## src/rtl/tdmx_pkg.sv

```systemverilog
package tdmx_pkg;

    localparam int unsigned SLOTS    = 4;
    localparam int unsigned CHANS    = SLOTS - 1;
    localparam int unsigned WID_BITS = 8;

    typedef logic [1:0]          slot_t;
    typedef logic [WID_BITS-1:0] width_t;

    typedef enum logic [1:0] {
        EV_NONE = 2'd0,
        EV_SYNC = 2'd1,
        EV_DATA = 2'd2
    } evt_kind_e;

    typedef struct packed {
        evt_kind_e kind;
        width_t    width;
    } pulse_evt_t;

    // Narrow pulses frame the stream; anything wider than half the nominal
    // data width is payload.
    function automatic evt_kind_e classify_width(input int unsigned hi_cycles,
                                                 input int unsigned nominal);
        return (hi_cycles <= nominal / 2) ? EV_SYNC : EV_DATA;
    endfunction

endpackage

```

## src/rtl/tdmx_line_sampler.sv

```systemverilog
module tdmx_line_sampler
    import tdmx_pkg::*;
#(
    parameter int unsigned NOM_W = 8
) (
    input  logic       clk,
    input  logic       rst,
    input  logic       line_in,
    output pulse_evt_t evt,
    output logic       rise
);

    logic   meta_q;
    logic   samp_q;
    logic   prev_q;
    width_t hi_cnt;
    logic   fall;

    assign rise = samp_q & ~prev_q;
    assign fall = prev_q & ~samp_q;

    always_ff @(posedge clk) begin
        if (rst) begin
            meta_q    <= 1'b0;
            samp_q    <= 1'b0;
            prev_q    <= 1'b0;
            hi_cnt    <= '0;
            evt.kind  <= EV_NONE;
            evt.width <= '0;
        end else begin
            meta_q <= line_in;
            samp_q <= meta_q;
            prev_q <= samp_q;
            if (rise) begin
                hi_cnt <= width_t'(1);
            end else if (samp_q && hi_cnt != '1) begin
                hi_cnt <= hi_cnt + width_t'(1);
            end
            evt.kind  <= fall ? classify_width(32'(hi_cnt), NOM_W) : EV_NONE;
            evt.width <= hi_cnt;
        end
    end

    // an event is only reported right after a sampled falling edge
    a_r2_event_after_fall: assert property (@(posedge clk) disable iff (rst)
        (evt.kind != EV_NONE) |-> ($past(prev_q) && !$past(samp_q)));

    // every reported pulse was high for at least one sample
    a_r2_width_nonzero: assert property (@(posedge clk) disable iff (rst)
        (evt.kind != EV_NONE) |-> (evt.width != '0));

endmodule

```

## src/rtl/tdmx_slot_tracker.sv

```systemverilog
module tdmx_slot_tracker
    import tdmx_pkg::*;
#(
    parameter int unsigned SLOT_LEN = 16,
    parameter int unsigned LOST_GAP = 200
) (
    input  logic   clk,
    input  logic   rst,
    input  logic   sync_hit,
    input  width_t sync_w,
    output slot_t  slot,
    output logic   lost
);

    localparam int unsigned POS_W = (SLOT_LEN > 1) ? $clog2(SLOT_LEN) : 1;
    localparam int unsigned GAP_W = $clog2(LOST_GAP + 1);
    localparam logic [POS_W-1:0] POS_LAST = POS_W'(SLOT_LEN - 1);
    localparam logic [GAP_W-1:0] GAP_MAX  = GAP_W'(LOST_GAP);

    logic [POS_W-1:0] pos_q;
    logic [GAP_W-1:0] gap_q;
    logic [POS_W-1:0] pos_seed;

    // Sync is recognised after its own width; start the slot that far in.
    assign pos_seed = (32'(sync_w) >= SLOT_LEN) ? POS_LAST : sync_w[POS_W-1:0];

    always_ff @(posedge clk) begin
        if (rst) begin
            slot  <= '0;
            pos_q <= '0;
            gap_q <= GAP_MAX;
            lost  <= 1'b1;
        end else if (sync_hit) begin
            slot  <= '0;
            pos_q <= pos_seed;
            gap_q <= '0;
            lost  <= 1'b0;
        end else begin
            if (pos_q == POS_LAST) begin
                pos_q <= '0;
                slot  <= slot + slot_t'(1);
            end else begin
                pos_q <= pos_q + POS_W'(1);
            end
            if (gap_q != GAP_MAX) begin
                gap_q <= gap_q + GAP_W'(1);
                if (gap_q == GAP_MAX - GAP_W'(1)) begin
                    lost <= 1'b1;
                end
            end
        end
    end

    // loss is declared only when the silence window just ran out
    a_r6_lost_needs_gap: assert property (@(posedge clk) disable iff (rst)
        $rose(lost) |-> ($past(gap_q) == GAP_MAX - GAP_W'(1)));

    // a framing pulse always clears the loss flag
    a_r6_sync_clears_lost: assert property (@(posedge clk) disable iff (rst)
        sync_hit |=> !lost);

endmodule

```

## src/rtl/tdmx_gate_bank.sv

```systemverilog
module tdmx_gate_bank #(
    parameter int unsigned NCH    = 3,
    parameter int unsigned CNT_W  = 20,
    parameter int unsigned GATE_W = 24
) (
    input  logic                   clk,
    input  logic                   rst,
    input  logic [GATE_W-1:0]      gate_len,
    input  logic [NCH-1:0]         hit,
    output logic                   done,
    output logic [NCH*CNT_W-1:0]   tally
);

    logic [GATE_W-1:0] timer_q;
    logic [GATE_W:0]   timer_nx;
    logic              gate_end;

    assign timer_nx = {1'b0, timer_q} + {{GATE_W{1'b0}}, 1'b1};
    assign gate_end = timer_nx >= {1'b0, gate_len};

    always_ff @(posedge clk) begin
        if (rst) begin
            timer_q <= '0;
            done    <= 1'b0;
        end else begin
            done    <= gate_end;
            timer_q <= gate_end ? '0 : timer_nx[GATE_W-1:0];
        end
    end

    for (genvar g = 0; g < NCH; g++) begin : g_chan
        logic [CNT_W-1:0] acc_q;
        logic [CNT_W-1:0] held_q;

        always_ff @(posedge clk) begin
            if (rst) begin
                acc_q  <= '0;
                held_q <= '0;
            end else if (gate_end) begin
                held_q <= acc_q;
                acc_q  <= CNT_W'(hit[g]);
            end else if (hit[g] && acc_q != '1) begin
                acc_q <= acc_q + CNT_W'(1);
            end
        end

        assign tally[g*CNT_W +: CNT_W] = held_q;
    end

    // latched counts only change together with the valid flag
    a_r8_tally_held: assert property (@(posedge clk) disable iff (rst)
        !done |-> $stable(tally));

    // with a gate longer than one clock, valid never repeats back to back
    a_r7_done_single_cycle: assert property (@(posedge clk) disable iff (rst)
        (done && gate_len > GATE_W'(1)) |=> !done);

endmodule

```

## src/rtl/tdm_pulse_demux.sv

```systemverilog
module tdm_pulse_demux
    import tdmx_pkg::*;
#(
    parameter int unsigned NOM_W       = 8,
    parameter int unsigned SLOT_LEN    = 16,
    parameter int unsigned MISS_FRAMES = 2,
    parameter int unsigned CNT_W       = 20,
    parameter int unsigned GATE_W      = 24
) (
    input  logic                     clk,
    input  logic                     rst,
    input  logic                     line_in,
    input  logic [GATE_W-1:0]        gate_len,
    output logic [CHANS-1:0]         ch_strobe,
    output logic                     sync_lost,
    output logic                     cnt_valid,
    output logic [CHANS*CNT_W-1:0]   cnt_flat
);

    localparam int unsigned FRAME_LEN = SLOT_LEN * SLOTS;
    localparam int unsigned LOST_GAP  = (MISS_FRAMES + 1) * FRAME_LEN + SLOT_LEN / 2;

    pulse_evt_t evt;
    logic       rise;
    logic       sync_hit;
    logic       data_hit;
    slot_t      cur_slot;
    slot_t      start_q;
    logic [CHANS-1:0] strobe_q;

    tdmx_line_sampler #(
        .NOM_W (NOM_W)
    ) u_sampler (
        .clk     (clk),
        .rst     (rst),
        .line_in (line_in),
        .evt     (evt),
        .rise    (rise)
    );

    assign sync_hit = (evt.kind == EV_SYNC);
    assign data_hit = (evt.kind == EV_DATA);

    tdmx_slot_tracker #(
        .SLOT_LEN (SLOT_LEN),
        .LOST_GAP (LOST_GAP)
    ) u_tracker (
        .clk      (clk),
        .rst      (rst),
        .sync_hit (sync_hit),
        .sync_w   (evt.width),
        .slot     (cur_slot),
        .lost     (sync_lost)
    );

    // The slot is taken where the pulse starts; the route is decided at its end.
    always_ff @(posedge clk) begin
        if (rst) begin
            start_q  <= '0;
            strobe_q <= '0;
        end else begin
            if (rise) begin
                start_q <= cur_slot;
            end
            for (int c = 0; c < CHANS; c++) begin
                strobe_q[c] <= data_hit && !sync_lost && (start_q == slot_t'(c + 1));
            end
        end
    end

    assign ch_strobe = strobe_q;

    tdmx_gate_bank #(
        .NCH    (CHANS),
        .CNT_W  (CNT_W),
        .GATE_W (GATE_W)
    ) u_gates (
        .clk      (clk),
        .rst      (rst),
        .gate_len (gate_len),
        .hit      (strobe_q),
        .done     (cnt_valid),
        .tally    (cnt_flat)
    );

    // never more than one channel strobes at once
    a_r4_strobe_onehot: assert property (@(posedge clk) disable iff (rst)
        $onehot0(ch_strobe));

    // strobes are a single clock wide
    a_r4_strobe_one_cycle: assert property (@(posedge clk) disable iff (rst)
        (|ch_strobe) |=> !(|ch_strobe));

    // nothing is routed while framing is lost
    a_r6_blocked_when_lost: assert property (@(posedge clk) disable iff (rst)
        (|ch_strobe) |-> !$past(sync_lost));

endmodule

```

## config.mk

```make
export PLATFORM = sky130hd
export DESIGN_NAME = tdm_pulse_demux
export DESIGN_NICKNAME = d
export VERILOG_FILES = /design/src/rtl/tdmx_pkg.sv /design/src/rtl/tdmx_line_sampler.sv /design/src/rtl/tdmx_slot_tracker.sv /design/src/rtl/tdmx_gate_bank.sv /design/src/rtl/tdm_pulse_demux.sv
export SDC_FILE = /design/constraint.sdc
export NUM_CORES = 1
export LEC_CHECK = 0
export BUFFER_PORTS_ARGS = -buffer_cell sky130_fd_sc_hd__buf_4
export CAP_MARGIN = 10
export CORE_MARGIN = 8
export CORE_UTILIZATION = 35
export CTS_CLUSTER_SIZE = 20
export DETAILED_ROUTE_END_ITERATION = 10
export PLACE_DENSITY = 0.63
export SYNTH_ARGS = -nofsm -noshare
export SYNTH_HDL_FRONTEND = slang
export SYNTH_HIERARCHICAL = 1
export SYNTH_SLANG_ARGS = --single-unit
```

## constraint.sdc

```tcl
create_clock -name clk -period 8.5 [get_ports clk]
set_input_delay 0.425 -clock clk [delete_from_list [all_inputs] [get_ports clk]]
set_output_delay 0.425 -clock clk [all_outputs]
set_load 0.02 [all_outputs]
```

==> results.json, run 1 <==
{
  "antennaDiodeCount": 0,
  "drtAntennaViolNets": 0,
  "synth_area_leader_cell": "dfxtp_1",
  "grt_pass1_wl_um": 33100,
  "synth_cells": 987,
  "dr.pass1.iters": 5,
  "critical_path_arrival_ps": 5170,
  "relSlewSlack_pct": 28.9,
  "hold_viol_final": 0,
  "synth_top_area_share_pct": 43.5,
  "p_comb_share_pct": 4.2,
  "ioPinCount": 92,
  "synth.area.top_cells": "dfxtp_1 (43%), xnor2_1 (5.8%), nand3_1 (5.4%)",
  "wl_per_cell_um": 14.4,
  "p_int_mw": 1.36,
  "clkTransAtPathRegs_ps": 70,
  "finalSetupViolCount": 0,
  "synth-seq-cells": 186,
  "root_buffer": "clkbuf_16",
  "dpl.hpwl_um": 13500,
  "maxSlewViolCount": 0,
  "drv_cap": 0,
  "clock_latency_ps": 430,
  "crit_required_ps": 8790,
  "period_minus_slack_ps": 4880,
  "tightest_slew_ps": 1060,
  "yosys-top-cells-count": "dfxtp_1 (186), nor2_1 (102), nand3_1 (92)",
  "grt_max_degree": 65,
  "cts_max_level": 4,
  "power_leakage_nw": 3.76,
  "grt.overflow.total": 0,
  "switching_share_pct": 22.5,
  "cpMaxStageDelayCell": "or3_2",
  "syn2layout_area_growth_pct": 17.0,
  "yosysSeqAreaShare_pct": 43.5,
  "cts-resized-gates": 0,
  "fmax_ghz": 0.205,
  "crit_type": "reg -> reg",
  "cts_tree": "built",
  "final_layout_size_suffix_gt1_share_pct": 14.1,
  "rsz0062_at_grt": "false",
  "crit_chain": "ha_1 -> and2_1 -> nand4_1 -> nor3_1 -> and3_1 -> xor2_1 -> ha_1 -> nand4_1 -> nor3_1 -> and2_1 -> o41a_2 -> buf_4 -> or3_2 -> buf_4 -> nor2_1",
  "p_sw_uw": 395,
  "multi_input_area_um2": 4410,
  "drt_wl_total_um": 20000,
  "synthArstFlopShare_pct": 0,
  "cts_max_path_buffers": 2,
  "yosys_warnings": 6,
  "antenna_found_initial": 0,
  "netlist_area_um2": 8560,
  "ir_drop_mv": 0.118,
  "seqPwrFrac_pct": 50.7,
  "drt_iter0_drc": 438,
  "grt_pass1_vias": 6680,
  "rows": 57,
  "gp_congestion": 0.818,
  "cp-start-kind": "flop",
  "avgSynthCellArea_um2": 8.68,
  "power_mw": 1.75,
  "ys.flop_type": "dfxtp_1",
  "cts_buffers": 17,
  "nets": 1112,
  "clock_sinks": 186,
  "synth_nets": 1047,
  "die_h_um": 172,
  "p_per_area_nw_per_um2": 175,
  "clock_skew_ps": 11.9,
  "fin_setup_tns_ps": 0,
  "cp-end-kind": "flop",
  "drc": 0,
  "path_buf_inv": 2,
  "status": "completed",
  "synth_most_common_cell": "dfxtp_1",
  "path_max_fanout": 64,
  "fillers": 2409,
  "synth_edf_count": 0,
  "postCtsHoldBufs": 0,
  "synth.distinct_cells": 63,
  "clkPwrFrac_pct": 45.1,
  "regArea_um2": 3720,
  "post_cts_buffers": 0,
  "die_w_um": 172,
  "cpLargestDelayFamily": "simple AND/OR/NAND/NOR gates",
  "vias": 7037,
  "hp-class": "in -> reg",
  "via_per_inst": 5.07,
  "placeableCoreArea_um2": 24200,
  "slowest_delay_ps": 630,
  "numPortBuffers": 91,
  "initial_core_util_pct": 35.4,
  "grt_util_all_layers_pct": 13.6,
  "whs_ps": 226,
  "fin_crit_sh_pct": 57.4,
  "fp.dieArea_um2": 29700
}
[final timing paths]
check / from / endpoint / slack [ps] / cells past startpoint
hold / removal: line_in / u_sampler/meta_q / 230 / 2
setup / recovery: u_gates/timer_q[0] / u_gates/g_chan[1].acc_q[18] / 3620 / 15
setup reg to reg: u_gates/timer_q[0] / u_gates/g_chan[1].acc_q[18] / 3620 / 15
hold reg to reg: u_sampler/meta_q / u_sampler/samp_q / 450 / 1
[through the flow]
stage / util [%] / instances / worst slack, ps / instance area, um2
2_1_floorplan: - / 987 / 5010 / 8560
3_3_place_gp: 39.0 / 1357 / 3780 / 9430
3_5_place_dp: 39.0 / 1357 / 3630 / 9430
4_1_cts: 41.5 / 1389 / 3570 / 10000
5_1_grt: 41.5 / 1389 / 3090 / 10000
6_report: 41.5 / 1389 / 3620 / 10000
[per-layer routing]
metal,part of all wire (%),GRT usage [%],vias up
li1,-,-,3592
met5,0,0,-
met4,0.82,3.41,0
met3,4.9,3.22,12
met1,48,17.9,3307
met2,47,22.2,126
[power by group through the flow]
stage               clock network, mW  logic (mW)  registers, mW
finish                          0.790      0.0729          0.888
global route                    0.851      0.0850          0.889
CTS                             0.814      0.0737          0.888
detailed placement                  0      0.0731          0.908
global placement                    0      0.0715          0.908
floorplan                           0      0.0547          0.906
[logic make-up after synthesis]
group           count (synthesis)  share of synthesized area [%]
mux                             8                          0.935
fa+ha+maj                      33                           4.82
flops                         186                           43.5
simple gates                  392                           24.0
compound gates                190                           13.1
xor+xnor                       82                           8.39
buf+inv                        96                           5.22
[area by class of cell]
class	instances	share of cell area [%]
clock buffer	20	4.46
timing repair buffer	97	7.27
clock inverter	12	1.41
multi-input combinational	705	44.0
tap	324	4.04
inverter	45	1.69
sequential	186	37.2
[registers in the layout, indices dropped and copies added, names as in the netlist, 3 cells and up]
signal	cells
ch_strobe	3
u_gates/g_chan.held_q	60
u_sampler/hi_cnt	8
u_tracker/gap_q	8
u_gates/g_chan.acc_q	60
u_sampler/evt	10
u_gates/timer_q	24
u_tracker/pos_q	4
[cells in the final DEF (no fill, tap or decap), drive strengths merged, types with 4 or more instances in the layout]
| master | instances |
|---|---|
| buf | 97 |
| and4 | 8 |
| nor3 | 25 |
| inv | 48 |
| nor2b | 34 |
| a211oi | 6 |
| a21oi | 78 |
| or4 | 7 |
| nand4 | 23 |
| o221a | 4 |
| xor2 | 25 |
| nor4 | 11 |
| mux2i | 8 |
| clkbuf | 20 |
| o21ai | 69 |
| ha | 33 |
| nand3b | 6 |
| o31ai | 5 |
| o211ai | 4 |
| dfxtp | 186 |
| nor2 | 102 |
| nand2 | 42 |
| and2 | 4 |
| clkinv | 6 |
| and3 | 18 |
| xnor2 | 57 |
| nand3 | 93 |
(Power assumes the default switching activity.)
==> run 2: changes to the inputs <==
Settings changed: ABC_AREA from default to 1.
Clock period 8.5 ns to 4.5 ns, I/O delays scaled along.
==> results.json, run 2 <==
{
  "synth-xor-area-share_pct": 5.69,
  "synth.area.top_cells": "dfxtp_1 (38%), nand2_1 (12%), nor2_1 (8.2%)",
  "final_layout_size_suffix_gt1_share_pct": 13.0,
  "yosysSeqAreaShare_pct": 38.4,
  "grt_max_degree": 126,
  "cpMostUsedCell": "nand2_1",
  "rr_endpoint": "u_gates/g_chan[0].acc_q[3]",
  "synth-compound-area-share_pct": 4.44,
  "dpl.hpwl_um": 16200,
  "cts_max_level": 4,
  "synth.distinct_cells": 41,
  "die_h_um": 183,
  "numPortBuffers": 91,
  "synthAdderAreaFrac_pct": 4.26,
  "multi_input_area_um2": 4970,
  "clock_latency_ps": 430,
  "finalSetupViolCount": 0,
  "syn2layout_area_growth_pct": 15.7,
  "fmax_ghz": 0.273,
  "power_leakage_nw": 4.95,
  "ys.flop_type": "dfxtp_1",
  "hp-class": "in -> reg",
  "p_per_area_nw_per_um2": 298,
  "root_buffer": "clkbuf_16",
  "slowest_delay_ps": 490,
  "synth_top_area_share_pct": 38.4,
  "netlist_area_um2": 9700,
  "drt_wl_total_um": 22600,
  "whs_ps": 168,
  "antenna_found_initial": 0,
  "ir_drop_mv": 0.185,
  "hold_depth": 2,
  "regArea_um2": 3720,
  "ioPinCount": 92,
  "vias": 8603,
  "crit_required_ps": 4800,
  "grt_pass1_vias": 8170,
  "die_w_um": 183,
  "synth-simple-area-share_pct": 36.7,
  "synth_nets": 1446,
  "drv_cap": 0,
  "yosys-top-cells-count": "nand2_1 (305), nor2_1 (211), dfxtp_1 (186)",
  "rows": 61,
  "synth_top_family_by_area": "simple AND/OR/NAND/NOR gates",
  "clock_skew_ps": 11.7,
  "crit_end": "u_gates/g_chan[0].acc_q[3]",
  "cts_max_path_buffers": 2,
  "layout_common_cells": "nand2_1 (305), nor2_1 (211), dfxtp_1 (186)",
  "synth_area_leader_cell": "dfxtp_1",
  "cts_tree": "built",
  "crit_chain": "ha_1 -> nand2_1 -> nor2_4 -> nand2_1 -> nor2_2 -> nand2_1 -> nor3_1 -> xnor2_1 -> inv_1 -> ha_1 -> nand2_1 -> nor2_1 -> nand2_1 -> nor3_1 -> nand3_2 -> nand3_2 -> buf_4 -> nor2_1",
  "fillers": 2870,
  "yosys_warnings": 6,
  "maxSlewViolCount": 0,
  "cp-end-kind": "flop",
  "placeableCoreArea_um2": 27600,
  "grt_util_all_layers_pct": 13.8,
  "fin_setup_tns_ps": 0,
  "dr.pass1.iters": 7,
  "synth-seq-cells": 186,
  "synth_edf_count": 0,
  "cts_buffers": 17,
  "cpMaxStageDelayCell": "buf_4",
  "via_per_inst": 4.66,
  "synthArstFlopShare_pct": 0,
  "clkTransAtPathRegs_ps": 70,
  "antennaDiodeCount": 0,
  "synth_most_common_cell": "nand2_1",
  "tightest_slew_ps": 1210,
  "reg2reg_from": "u_gates/timer_q[0]",
  "cp-start-kind": "flop",
  "nets": 1514,
  "wl_per_cell_um": 12.3,
  "path_max_fanout": 53,
  "hold_viol_final": 0,
  "fin_crit_sh_pct": 81.5,
  "reg_top3": "u_gates/g_chan.acc_q (60), u_gates/g_chan.held_q (60), u_gates/timer_q (24)",
  "drc": 0,
  "layout_commonest_cell": "nand2_1",
  "synthMuxAreaShare_pct": 0.103,
  "worstRegToRegCells": 18,
  "grt_pass1_wl_um": 38500,
  "drtAntennaViolNets": 0,
  "status": "completed",
  "grt.overflow.total": 0,
  "gp_congestion": 0.887,
  "relSlewSlack_pct": 19.2,
  "clock_sinks": 186,
  "avgSynthCellArea_um2": 7.00,
  "fp.dieArea_um2": 33300,
  "initial_core_util_pct": 35.2,
  "synth_cells": 1386,
  "crit_type": "reg -> reg",
  "rrSetupSlack_ps": 830,
  "rsz0062_at_grt": "false",
  "finish.utilization_pct": 40.7,
  "drt_iter0_drc": 489,
  "critical_path_arrival_ps": 3960,
  "period_minus_slack_ps": 3670,
  "startpoint": "u_gates/timer_q[0]"
}
run 2: worst max-delay path: cells and delay by family, from the launching register on:
family	cells	cell delay [ps]
XOR/XNOR	1	170
adder cells (fa/ha/maj)	2	470
buffers and inverters	2	550
flip-flops	1	390
AND/OR/NAND/NOR	13	1920
run 2: kinds of logic after synthesis:
family                   count (synthesis)
flip-flops                             186
AO/OA/AOI/OAI                           74
AND/OR/NAND/NOR                        790
buffers and inverters                  239
XOR/XNOR                                63
multiplexers                             1
adder cells (fa/ha/maj)                 33
run 2: layout make-up:
type	instances	share of cell area, %
repair buffers	99	6.75
multi-input cells	961	44.2
clock inverters	14	1.40
well taps	378	4.21
clock buffers	18	3.82
inverters	189	6.40
flip-flops and latches	186	33.2
run 2: report_power, final:
part / leakage (nW) / internal, mW / switching [mW]
Sequential: 1.50 / 1.66 / 0.0162
Clock: 0.284 / 0.832 / 0.682
Combinational: 3.16 / 0.0567 / 0.0960
run 2: how the worst min path moves through the flow:
stage,startpoint,end
6_report,rst,u_sampler/samp_q
5_1_grt,rst,u_sampler/meta_q
4_1_cts,rst,u_sampler/hi_cnt[0]
3_5_place_dp,u_sampler/meta_q,u_sampler/samp_q
3_3_place_gp,u_sampler/meta_q,u_sampler/samp_q
2_1_floorplan,rst,u_sampler/hi_cnt[0]
run 2: layer usage:
metal	global-route usage, %	routed length, um	part of all wire [%]
met1	17.6	11000	49
met2	22.9	10400	46
met3	3.36	1020	4.5
met4	3.87	209	0.92
met5	0	0	0
run 2: repair_timing:
item | CTS | global route
hold buffers | 1 | 0
endpoints found under the setup margin | 0 | 0
buffers inserted | 0 | 0
resized for setup | 0 | 0
hold endpoints to repair | 1 | 0
run 2: stage by stage:
| stage | area, um2 | worst slack, ps | instances | total power [mW] |
|---|---|---|---|---|
| floorplan | 9700 | 1660 | 1386 | 1.82 |
| global placement | 10600 | 916 | 1812 | 1.86 |
| detailed placement | 10600 | 823 | 1812 | 1.87 |
| CTS | 11200 | 798 | 1845 | 3.39 |
| global route | 11200 | 322 | 1845 | 3.49 |
| finish | 11200 | 834 | 1845 | 3.34 |
==> run 3: changes to the inputs <==
Settings changed: PLACE_DENSITY 0.63 to 0.65.
Clock period 4.5 ns to 3 ns, I/O delays scaled along.
==> results.json, run 3 (same netlist as run 2, synthesis figures left out) <==
{
  "hold_end": "u_sampler/samp_q",
  "antennaDiodeCount": 0,
  "ioPinCount": 92,
  "worstRegToRegCells": 18,
  "hold_depth": 2,
  "grt_pass1_vias": 8567,
  "rsz0062_at_grt": "true",
  "min-delay-start": "rst",
  "numPortBuffers": 91,
  "fin_crit_sh_pct": 98.3,
  "die_w_um": 183,
  "crit_required_ps": 3320,
  "grt.overflow.total": 0,
  "grt_util_all_layers_pct": 14.6,
  "tightest_slew_ps": 715,
  "fin_setup_tns_ps": 0,
  "grt_util_met2_pct": 25.1,
  "place_ws_ps": -65.9,
  "die_h_um": 183,
  "ir_drop_mv": 0.307,
  "p_int_mw": 3.77,
  "drv_cap": 0,
  "cp-start-kind": "flop",
  "drt_iter0_drc": 562,
  "maxSlewViolCount": 0,
  "power_leakage_nw": 5.33,
  "fmax_ghz": 0.339,
  "slowest_delay_ps": 360,
  "place_area_um2": 10900,
  "clkTransAtPathRegs_ps": 70,
  "layout_common_cells": "nand2_1 (296), nor2_1 (195), dfxtp_1 (184)",
  "clock_latency_ps": 440,
  "drt_wl_total_um": 24800,
  "nets": 1559,
  "rrSetupSlack_ps": 50,
  "cp-end-kind": "flop",
  "seqPwrFrac_pct": 50.9,
  "reg_top3": "u_gates/g_chan.acc_q (60), u_gates/g_chan.held_q (60), u_gates/timer_q (24)",
  "clkPwrFrac_pct": 43.9,
  "p_per_area_nw_per_um2": 406,
  "fin_area_um2": 12200,
  "placeableCoreArea_um2": 27600,
  "path_max_fanout": 7,
  "cpMaxStageDelayCell": "dfxtp_2",
  "syn2layout_area_growth_pct": 25.7,
  "drc": 0,
  "crit_type": "reg -> reg",
  "grt_max_degree": 66,
  "switching_share_pct": 23.9,
  "power_mw": 4.95,
  "fp.dieArea_um2": 33300,
  "whs_ps": 92.8,
  "relSlewSlack_pct": 52.4,
  "initial_core_util_pct": 35.2,
  "crit_chain": "ha_4 -> nand2_4 -> nor2_4 -> nand4_1 -> nor2_2 -> nand2_1 -> xor2_1 -> inv_1 -> ha_4 -> nand2_2 -> nor2_4 -> nand2_4 -> nor3_4 -> nand3_4 -> buf_12 -> clkbuf_16 -> nand4_1 -> nand2_1",
  "layout_commonest_cell": "nand2_1",
  "period_minus_slack_ps": 2950,
  "layoutNonFillerInstCount": 1890,
  "critical_path_arrival_ps": 3270,
  "top_usage_layer": "met2",
  "cts_max_level": 4,
  "placedCellCount": 1835,
  "setup_ws_ps": 51.4,
  "rows": 61,
  "rr_endpoint": "u_gates/g_chan[1].held_q[9]",
  "status": "completed",
  "dr.pass1.iters": 6,
  "wl_per_cell_um": 13.1,
  "grt_util_met1_pct": 17.9,
  "p_comb_share_pct": 5.2,
  "via_per_inst": 4.74,
  "final_layout_size_suffix_gt1_share_pct": 20.3,
  "grt_use_met3_pct": 2.98,
  "root_buffer": "clkbuf_16",
  "clock_sinks": 186,
  "clock_skew_ps": 16.4,
  "p_sw_mw": 1.18,
  "cts_buffers": 17,
  "cts_tree": "built",
  "hold_viol_final": 0,
  "vias": 8953,
  "finish.utilization_pct": 44.3,
  "finalSetupViolCount": 0,
  "hp-class": "in -> reg",
  "grt_pass1_wl_um": 40700,
  "reg2reg_from": "u_gates/timer_q[0]",
  "antenna_found_initial": 0,
  "cts_max_path_buffers": 2,
  "drtAntennaViolNets": 0,
  "gp_congestion": 0.854,
  "dpl.hpwl_um": 16800
}
## run 3: worst max-delay path by stage
stage | end | cells past startpoint | start
floorplan | u_gates/g_chan[0].held_q[10] | 19 | u_gates/timer_q[0]
global placement | u_gates/g_chan[0].held_q[2] | 21 | u_gates/timer_q[0]
detailed placement | u_gates/g_chan[0].held_q[8] | 22 | u_gates/timer_q[0]
CTS | u_gates/g_chan[1].held_q[15] | 22 | u_gates/timer_q[0]
global route | u_gates/g_chan[2].held_q[16] | 23 | u_gates/timer_q[0]
finish | u_gates/g_chan[1].held_q[9] | 18 | u_gates/timer_q[0]
## run 3: layer usage
layer | share of wire (%) | vias to the layer above
li1 | - | 4617
met1 | 45 | 4112
met2 | 49 | 193
met3 | 4.4 | 31
met4 | 1.8 | 0
met5 | 0 | -
## run 3: power groups by stage
stage,clock network [mW],registers [mW],logic (mW)
2_1_floorplan,0,2.57,0.164
3_5_place_dp,0,2.57,0.239
6_report,2.17,2.52,0.259
3_3_place_gp,0,2.57,0.234
5_1_grt,2.34,2.52,0.297
4_1_cts,2.22,2.52,0.249
## run 3: final cells by class
cell class / count / area [um2]
tap: 378 / 473
clock inverter: 13 / 119
inverter: 189 / 718
sequential: 186 / 3730
multi-input combinational: 961 / 5370
fill: 2748 / 15400
clock buffer: 19 / 443
timing repair buffer: 144 / 1350
## run 3: critical path: cells and delay by family (launching register included)
kind | cells | cell delay, ps
fa+ha+maj | 2 | 430
flops | 1 | 360
buf+inv | 3 | 470
xor+xnor | 1 | 190
simple gates | 12 | 1360
## run 3: repair_timing
action,4_1_cts,5_1_grt
setup buffers,10,3
hold buffers,1,0
endpoints found under the setup margin,127,145
pin swaps,15,32
endpoints found under the hold margin,1,0
gates resized for setup,33,67
gates cloned,2,9
